--- src/rtl/evq_pkg.sv ---
package evq_pkg;
    localparam int FID_W  = 32;
    localparam int FH_W   = 32;
    localparam int QUAL_W = 32;
    localparam int ADDR_W = 64;
    localparam int CODE_W = 16;
    localparam int REC_W  = FID_W + FH_W + QUAL_W + ADDR_W + CODE_W;
    localparam int PAD_W  = REC_W - FID_W - FH_W - CODE_W;

    typedef enum logic [1:0] {
        KIND_NONE  = 2'd0,
        KIND_ERR   = 2'd1,
        KIND_AVAIL = 2'd2
    } ev_kind_e;

    typedef struct packed {
        ev_kind_e            kind;
        logic [FID_W-1:0]    fid;
        logic [FH_W-1:0]     fh;
        logic [QUAL_W-1:0]   qual;
        logic [ADDR_W-1:0]   faddr;
        logic [CODE_W-1:0]   code;
    } ev_rec_t;

    localparam logic [CODE_W-1:0] CODE_RSV_TO_STBY    = 16'h0302;
    localparam logic [CODE_W-1:0] CODE_STBY_TO_CFG    = 16'h0301;
    localparam logic [CODE_W-1:0] CODE_CFG_TO_STBYRSV = 16'h0304;
    localparam logic [CODE_W-1:0] CODE_STBY_TO_RSV    = 16'h0308;

    typedef enum logic [2:0] {
        SEQ_IDLE         = 3'd0,
        SEQ_PLUG_STBY    = 3'd1,
        SEQ_PLUG_CFG     = 3'd2,
        SEQ_UNPLUG_DECFG = 3'd3,
        SEQ_UNPLUG_RSV   = 3'd4
    } seq_state_e;
endpackage

--- src/rtl/evq_fifo.sv ---
module evq_fifo
    import evq_pkg::*;
#(
    parameter int DEPTH = 16
) (
    input  logic                             clk,
    input  logic                             rst_n,
    input  logic                             push,
    input  ev_rec_t                          push_rec,
    input  logic                             pop,
    output logic                             pop_done,
    output logic                             pop_status,
    output ev_rec_t                          pop_out,
    output logic                             not_empty,
    output logic                             overflow,
    output logic                             notify,
    output logic                             push_ok,
    output logic [$clog2(DEPTH+1)-1:0]       count
);
    localparam int PTR_W = (DEPTH > 1) ? $clog2(DEPTH) : 1;
    localparam int CNT_W = $clog2(DEPTH + 1);
    localparam logic [PTR_W-1:0] LAST_PTR = PTR_W'(DEPTH - 1);
    localparam logic [CNT_W-1:0] FULL_CNT = CNT_W'(DEPTH);

    ev_rec_t          mem [DEPTH];
    logic [PTR_W-1:0] wr_q, rd_q;
    logic [CNT_W-1:0] cnt_q;
    logic             full, deq;

    assign full      = (cnt_q == FULL_CNT);
    assign push_ok   = push && !full;
    assign deq       = pop && (cnt_q != '0);
    assign not_empty = (cnt_q != '0);
    assign count     = cnt_q;

    always_ff @(posedge clk) begin
        if (push_ok) mem[wr_q] <= push_rec;
    end

    always_ff @(posedge clk) begin
        if (!rst_n) begin
            wr_q       <= '0;
            rd_q       <= '0;
            cnt_q      <= '0;
            notify     <= 1'b0;
            overflow   <= 1'b0;
            pop_done   <= 1'b0;
            pop_status <= 1'b0;
            pop_out    <= '0;
        end else begin
            if (push_ok) wr_q <= (wr_q == LAST_PTR) ? '0 : wr_q + 1'b1;
            if (deq)     rd_q <= (rd_q == LAST_PTR) ? '0 : rd_q + 1'b1;
            unique case ({push_ok, deq})
                2'b10:   cnt_q <= cnt_q + 1'b1;
                2'b01:   cnt_q <= cnt_q - 1'b1;
                default: cnt_q <= cnt_q;
            endcase
            notify   <= push_ok;
            overflow <= overflow | (push && full);
            pop_done <= pop;
            if (pop) begin
                pop_status <= !deq;
                pop_out    <= deq ? mem[rd_q] : '0;
            end
        end
    end
endmodule

--- src/rtl/evq_seq.sv ---
module evq_seq
    import evq_pkg::*;
(
    input  logic              clk,
    input  logic              rst_n,
    input  logic              plug_req,
    input  logic              plug_live,
    input  logic [FID_W-1:0]  plug_fid,
    input  logic [FH_W-1:0]   plug_fh,
    input  logic              unplug_req,
    input  logic              unplug_cfg,
    input  logic              hold,
    output logic              ev_valid,
    output ev_rec_t           ev_rec,
    output logic [FID_W-1:0]  slot_fid,
    output logic [FH_W-1:0]   slot_fh,
    output logic              busy,
    output seq_state_e        state
);
    seq_state_e        state_q, state_d;
    logic [CODE_W-1:0] code;

    always_ff @(posedge clk) begin
        if (!rst_n) state_q <= SEQ_IDLE;
        else        state_q <= state_d;
    end

    always_comb begin
        state_d = state_q;
        unique case (state_q)
            SEQ_IDLE: begin
                if (plug_req) begin
                    if (plug_live) state_d = SEQ_PLUG_STBY;
                end else if (unplug_req) begin
                    state_d = unplug_cfg ? SEQ_UNPLUG_DECFG : SEQ_UNPLUG_RSV;
                end
            end
            SEQ_PLUG_STBY:    if (!hold) state_d = SEQ_PLUG_CFG;
            SEQ_PLUG_CFG:     if (!hold) state_d = SEQ_IDLE;
            SEQ_UNPLUG_DECFG: if (!hold) state_d = SEQ_UNPLUG_RSV;
            SEQ_UNPLUG_RSV:   if (!hold) state_d = SEQ_IDLE;
            default:          state_d = SEQ_IDLE;
        endcase
    end

    always_comb begin
        ev_valid = 1'b0;
        code     = '0;
        unique case (state_q)
            SEQ_PLUG_STBY:    begin ev_valid = 1'b1; code = CODE_RSV_TO_STBY;    end
            SEQ_PLUG_CFG:     begin ev_valid = 1'b1; code = CODE_STBY_TO_CFG;    end
            SEQ_UNPLUG_DECFG: begin ev_valid = 1'b1; code = CODE_CFG_TO_STBYRSV; end
            SEQ_UNPLUG_RSV:   begin ev_valid = 1'b1; code = CODE_STBY_TO_RSV;    end
            default:          begin ev_valid = 1'b0; code = '0;                  end
        endcase
    end

    always_ff @(posedge clk) begin
        if (!rst_n) begin
            slot_fid <= '0;
            slot_fh  <= '0;
        end else if (state_q == SEQ_IDLE && plug_req) begin
            slot_fid <= plug_fid;
            slot_fh  <= plug_fh;
        end else if (state_q == SEQ_UNPLUG_RSV && !hold) begin
            slot_fid <= '0;
            slot_fh  <= '0;
        end
    end

    always_comb begin
        ev_rec       = '0;
        ev_rec.kind  = KIND_AVAIL;
        ev_rec.fid   = slot_fid;
        ev_rec.fh    = slot_fh;
        ev_rec.code  = code;
    end

    assign busy  = (state_q != SEQ_IDLE);
    assign state = state_q;
endmodule

--- src/rtl/evq_pack.sv ---
module evq_pack
    import evq_pkg::*;
(
    input  ev_rec_t          rec,
    output logic [1:0]       kind,
    output logic [REC_W-1:0] packed_rec
);
    always_comb begin
        kind = rec.kind;
        unique case (rec.kind)
            KIND_ERR:   packed_rec = {rec.fid, rec.fh, rec.qual, rec.faddr, rec.code};
            KIND_AVAIL: packed_rec = {rec.fid, rec.fh, rec.code, {PAD_W{1'b0}}};
            default:    packed_rec = '0;
        endcase
    end
endmodule

--- src/rtl/bus_evt_queue.sv ---
module bus_evt_queue
    import evq_pkg::*;
#(
    parameter int DEPTH = 16
) (
    input  logic         clk,
    input  logic         rst_n,
    input  logic         err_push,
    input  logic [31:0]  err_fid,
    input  logic [31:0]  err_fh,
    input  logic [31:0]  err_qual,
    input  logic [63:0]  err_faddr,
    input  logic [15:0]  err_code,
    input  logic         plug_req,
    input  logic         plug_live,
    input  logic [31:0]  plug_fid,
    input  logic [31:0]  plug_fh,
    input  logic         unplug_req,
    input  logic         unplug_cfg,
    output logic [31:0]  slot_fid,
    output logic [31:0]  slot_fh,
    output logic         seq_busy,
    input  logic         pop_req,
    output logic         pop_done,
    output logic         pop_status,
    output logic [1:0]   pop_type,
    output logic [175:0] pop_rec,
    output logic         not_empty,
    output logic         overflow,
    output logic         notify
);
    localparam int CNT_W = $clog2(DEPTH + 1);

    ev_rec_t          err_rec, seq_rec, push_rec, head_rec;
    logic             seq_valid, push_any, push_ok;
    seq_state_e       seq_state;
    logic [CNT_W-1:0] fifo_count;

    always_comb begin
        err_rec       = '0;
        err_rec.kind  = KIND_ERR;
        err_rec.fid   = err_fid;
        err_rec.fh    = err_fh;
        err_rec.qual  = err_qual;
        err_rec.faddr = err_faddr;
        err_rec.code  = err_code;
    end

    evq_seq u_seq (
        .clk        (clk),
        .rst_n      (rst_n),
        .plug_req   (plug_req),
        .plug_live  (plug_live),
        .plug_fid   (plug_fid),
        .plug_fh    (plug_fh),
        .unplug_req (unplug_req),
        .unplug_cfg (unplug_cfg),
        .hold       (err_push),
        .ev_valid   (seq_valid),
        .ev_rec     (seq_rec),
        .slot_fid   (slot_fid),
        .slot_fh    (slot_fh),
        .busy       (seq_busy),
        .state      (seq_state)
    );

    assign push_any = err_push | seq_valid;
    assign push_rec = err_push ? err_rec : seq_rec;

    evq_fifo #(.DEPTH(DEPTH)) u_fifo (
        .clk        (clk),
        .rst_n      (rst_n),
        .push       (push_any),
        .push_rec   (push_rec),
        .pop        (pop_req),
        .pop_done   (pop_done),
        .pop_status (pop_status),
        .pop_out    (head_rec),
        .not_empty  (not_empty),
        .overflow   (overflow),
        .notify     (notify),
        .push_ok    (push_ok),
        .count      (fifo_count)
    );

    evq_pack u_pack (
        .rec        (head_rec),
        .kind       (pop_type),
        .packed_rec (pop_rec)
    );
endmodule

--- config.mk ---
export PLATFORM = sky130hd
export DESIGN_NAME = bus_evt_queue
export DESIGN_NICKNAME = d
export VERILOG_FILES = /design/src/rtl/evq_pkg.sv /design/src/rtl/evq_fifo.sv /design/src/rtl/evq_seq.sv /design/src/rtl/evq_pack.sv /design/src/rtl/bus_evt_queue.sv
export SDC_FILE = /design/constraint.sdc
export NUM_CORES = 2
export LEC_CHECK = 0
export BUFFER_PORTS_ARGS = -buffer_cell sky130_fd_sc_hd__buf_2
export CELL_PAD_IN_SITES_DETAIL_PLACEMENT = 0
export CELL_PAD_IN_SITES_GLOBAL_PLACEMENT = 1
export CORE_MARGIN = 2
export CORE_UTILIZATION = 30
export CTS_BUF_LIST = sky130_fd_sc_hd__clkbuf_8
export DETAILED_ROUTE_END_ITERATION = 10
export PLACE_DENSITY = 0.57
export SYNTH_ARGS = -nofsm -noshare
export SYNTH_HDL_FRONTEND = slang
export SYNTH_SLANG_ARGS = --single-unit
--- constraint.sdc ---
create_clock -name clk -period 39.5 [get_ports clk]
set_input_delay 7.9 -clock clk [delete_from_list [all_inputs] [get_ports clk]]
set_output_delay 7.9 -clock clk [all_outputs]
set_load 0.02 [all_outputs]
## After elaboration in Yosys (flattened, before gate mapping)

Memory sizes are Yosys's and may differ from the RTL's. A register that Yosys moved wholly into a read port is not among the register bits.
Cells that the tools add are included.

- Flip-flop bits (word level): 262
- Bits in writable memories: 2,848
- Output and inout port bits: 248
- Logic and storage cells: 78
- Memories kept: 1

- $add $sub $neg: 4
- Equality and inequality tests: 16
- Multiplexer cells: 23
- Bitwise operators: 2
- Reduce and logical (&&, ||, !) cells: 16

Memories:

| name | words | width | rd ports | clocked after memory_dff | wr ports | line | RTL |
|---|---|---|---|---|---|---|---|
| u_fifo.mem | 16 | 178 | 1 | 1 | 1 | evq_fifo.sv:25 | `ev_rec_t mem [DEPTH];` |

Operators with widths:

| operator | number |
|---|---|
| 178-bit two-way mux | 2 |
| 176-bit case mux with 2 select lines | 1 |
| 32-bit two-way mux | 3 |
| 10-bit case mux with 4 select lines | 1 |
| 3-bit two-way mux | 7 |
| 4-bit two-way mux | 4 |
| 3-bit case mux with 4 select lines | 1 |
| 5-bit case mux with 2 select lines | 1 |
| 4-bit by 1-bit adder with 4-bit output, second input constant | 2 |
| 4-bit equality test, second input constant | 2 |
| 3-bit by 2-bit equality test with 1-bit output, second input constant | 2 |
| 2-bit != test, second input constant | 3 |
| 3-bit != test, second input constant | 2 |
| 5-bit by 1-bit adder with 5-bit output, second input constant | 1 |
| 5-bit equality test, second input constant | 1 |
| 1-bit logical AND | 5 |
| 5-bit AND reduction | 1 |
| 5-bit nonzero test | 1 |
| 5-bit by 1-bit subtractor with 5-bit output, second input constant | 1 |
| 2-bit by 1-bit equality test with 1-bit output, second input constant | 2 |
| 2-bit equality test, second input constant | 2 |
| 2-bit nonzero test | 2 |
| 4-bit OR reduction | 1 |
| 3-bit by 1-bit equality test with 1-bit output, second input constant | 1 |
| other kinds (7) | 12 |

## Longest topological paths before layout

- Depth after elaboration: 7
- Gate-level depth with buffers: 13

## Cells and area by module

From an unflattened synthesis, not the netlist that was laid out.

- Cell total of the unflattened synthesis: 5,870
- Area, all modules: 123,118.1 µm²

By module, submodules not included:

| module | times used | cells each | area each (µm²) | sequential area each (µm²) |
|---|---|---|---|---|
| evq_fifo | 1 | 5,027 | 114,648.7 | 89,505.8 |
| evq_seq | 1 | 421 | 4,483.0 | 1,341.3 |
| bus_evt_queue | 1 | 199 | 2,563.7 | 0.0 |
| evq_pack | 1 | 223 | 1,422.6 | 0.0 |

## Worst setup path before layout

No wires, ideal clock.

- Path type: input-to-reg
- Start point: input port err_push
- End point: memory u_fifo.mem[3][0] in the netlist's numbering (enable)
- Library setup time: 0.933 ns
- Arrival: 20.496 ns
- Path slack: 18.071 ns
- Cell stages on the path: 4
- Cells stage by stage: a21o_1 > clkbuf_1 > nand3_1 > nor3_1

- Word-level cells in the longest chain between the ends: 4

Ends and longest elaborated chain:

| item | line | RTL |
|---|---|---|
| start: declaration | bus_evt_queue.sv:8 | `input logic err_push,` |
| 1-bit bitwise OR | bus_evt_queue.sv:67 | `assign push_any = err_push \| seq_valid;` |
| 1-bit logical AND | evq_fifo.sv:31 | `assign push_ok = push && !full;` |
| 1-bit two-way mux | evq_fifo.sv:37 | `if (push_ok) mem[wr_q] <= push_rec;` |
| 1-bit two-way mux (implied by the code) | evq_fifo.sv:37 |  |
| end: declaration | evq_fifo.sv:25 |  |

Every way passes these cells.

## Final worst setup path

- Start point: register u_fifo.pop_out[176] in the netlist's numbering
- End point: output port pop_rec[97]

- Word-level cells in the longest chain between the ends: 2
- Elaborated cells between the ends (all ways): 3
- Classes of those cells: eq/ne (2); mux (1)

Ends and longest elaborated chain:

| item | line | RTL |
|---|---|---|
| start: declaration | evq_fifo.sv:13 | `output ev_rec_t pop_out,` |
| start signal: assignment | evq_fifo.sv:63 | `pop_out <= deq ? mem[rd_q] : '0;` |
| 2-bit equality test or 2-bit by 1-bit equality test with 1-bit output (tied branches) | evq_pack.sv:10 | `unique case (rec.kind)` |
| 176-bit case mux with 2 select lines (*) | evq_pack.sv:10 |  |
| end: declaration | bus_evt_queue.sv:27 | `output logic [175:0] pop_rec,` |

Every way passes the cells marked *; elsewhere a longest branch is shown, timed or not.

==> qor.csv <==
metric,value,unit
RSZ-0062 raised after global routing,false,
Post-CTS Hold Buffers,0,
YS warnings,0,
clk root buf,clkbuf_8,
I/O Buffers,495,
Slew @ Worst Pin,1100,ps
# resized after CTS,0,
ys async rst share,0,
Worst setup EP type,primary output,
Starting Density,0.301,
Final Hold Viols,0,
Mapped Area,120000,µm²
largest net degree at the start of global routing,128,
Nets,6774,
Hold Crit Class,reg2reg,
post-route clock skew,93.6,ps
area of placed instances,129000,µm²
crit path launch type,flop,
num rows,232,
met2 routed WL,154000,µm
sequential cell area,90900,µm²
Synth top cells by count,"edfxtp_1 (2848), mux4_2 (712), mux2_2 (421)",
slew margin rel.,0.262,
clock network latency to the later pin of the worst-skew pair,1140,ps
status,completed,
Die Wd,636,µm
Yosys top cell by area,edfxtp_1,
fin util,0.349,
die area,404000,µm²
PD cells,58.1,nW/µm²
TNS Setup,0,ps
required time worst endpoint,31600,ps
critical path data arrival time,4050,ps
Top Metal Used,met5,
post-CTS setup buffers,0,
Clock transition at path regs,70,ps
routability cong.,0.720,
maximum clock frequency,83.7,MHz
fill count,37400,
H-tree Lvls,6,
grt ovf,0,
Yosys cell types,55,
minimum clock period after layout,11950,ps
# DRC,0,
Final Max Tran Viols,0,
Post-synth EDFFs,2848,
first-pass GRT wire length,463000,µm
CTS Buffer Depth,4,
DR WL met3,19000,µm
Syn Inst Count,5688,
DR vias,59000,
core area,399000,µm²
wl on met1,144000,µm
dominant cells by area after synthesis,"edfxtp_1 (71%), mux4_2 (13%), dfxtp_1 (4.4%)",
Synth Register Bits,3114,
setup violators final,0,
TritonCTS clock tree,yes,
top-count cell post-synth,edfxtp_1,
initial antenna violation count,39,
number of global-route vias before repair,64000,
Final Cycle Share,0.303,
number of vias per cell,4.82,
clock sink count,3114,
drt total wl,325000,µm
Final HPWL DP,186000,µm
"Max FO, Critical Path",75,
post-synth top area share,0.714,
Crit Path Class,reg2out,
CTS Buf Count,547,
share of post-route cells with drive strength above 1,0.369,
area delta synth->final,16.1,%
WHS,479,ps
Max Cap Viol,0,
gr usage total,0.157,
Pre-antenna DRT Iters,5,
wire per inst,26.5,µm
Leakage,0.0457,µW
Post-Syn Nets,5947,
Multi-input gate area,27600,µm²
Synth Flop Type,edfxtp_1,
# IOs,496,
die height,636,µm
initial DRC count,5161,
final instance area,139000,µm²
post-synthesis area per instance,21.1,µm²
maximum vdd drop,62.2,µV
post-synthesis sequential area ratio,0.758,
post-route ant nets,0,
## registers in the layout (all words and copies together), names as in the netlist, named ones only
register and count:
u_fifo.mem 2848, u_fifo.rd_q 4, u_fifo.overflow 1, u_fifo.pop_status 1, u_fifo.pop_done 1, u_seq.slot_fh 32
u_fifo.notify 1, u_seq.slot_fid 32, u_fifo.wr_q 4, u_fifo.pop_out 178, u_seq.state 3, u_fifo.count 5
## worst max-delay path: stages, from the launching register on
cell	delay, ps
dfxtp_1	420
inv_1	70
ha_1	410
nor2b_4	720
buf_4	780
a22o_1	280
buf_2	170
## placed cells by master (no fill, tap or decap), drive strengths merged, types with 3 or more instances in the layout
cell	n
a21oi	15
a22o	16
a22oi	241
and2	267
buf	609
bufinv	15
clkbuf	591
clkinv	107
clkinvlp	11
dfxtp	266
diode	18
edfxtp	2848
ha	11
inv	283
mux2	421
mux2i	3
mux4	712
nand2	372
nand2b	6
nand3	12
nor2	95
nor2b	4
nor3	4
nor4	3
o211ai	3
o21ai	10
or3	4
xor2	4
## worst paths after layout
path,startpoint,endpoint,slack (ps),depth (start not counted)
hold reg to reg,u_fifo.pop_status,u_fifo.pop_status,480,2
setup / recovery,u_fifo.pop_out[176],pop_rec[97],27550,6
setup reg to reg,flop,u_fifo.pop_out[41],33800,8
hold / removal,u_fifo.pop_status,u_fifo.pop_status,480,2
## power by group
part	switching [µW]	total (µW)	internal [µW]
sequential	156	4000	3850
combinational	692	1230	543
clock	1350	2840	1490
total	2200	8080	5880
## stage by stage
stage	setup slack, ps	power [µW]	std cells
detailed placement	27100	5340	11200
global route	27100	8440	12200
global placement	27210	5330	11200
CTS	27230	8220	12200
floorplan	18070	4910	5688
finish	27550	8080	12200
## metal layers
| layer | vias to the layer above | GRT usage |
|---|---|---|
| met2 | 1819 | 0.255 |
| met3 | 450 | 0.0302 |
| met4 | 2 | 0.0424 |
| li1 | 25000 | - |
| met5 | - | 0 |
| met1 | 31700 | 0.217 |
## layout make-up
type                            count  area share
Timing Repair Buffer              609      0.0248
Inverter                           12    0.000333
Multi-Input combinational cell   2231       0.198
Clock inverter                    404      0.0170
Sequential cell                  3114       0.653
Antenna cell                       18    0.000324
Clock buffer                      591      0.0585
Tap cell                         5265      0.0474
## logic make-up after synthesis
group                      synth area share
buffers and inverters                0.0129
DFF                                   0.758
adders and majority gates           0.00115
and+or+nand+nor                      0.0308
muxes                                 0.174
xor gates and xnor gates           0.000292
AOI/OAI and AO/OA                    0.0230
Power figures use the tool's default switching activity.
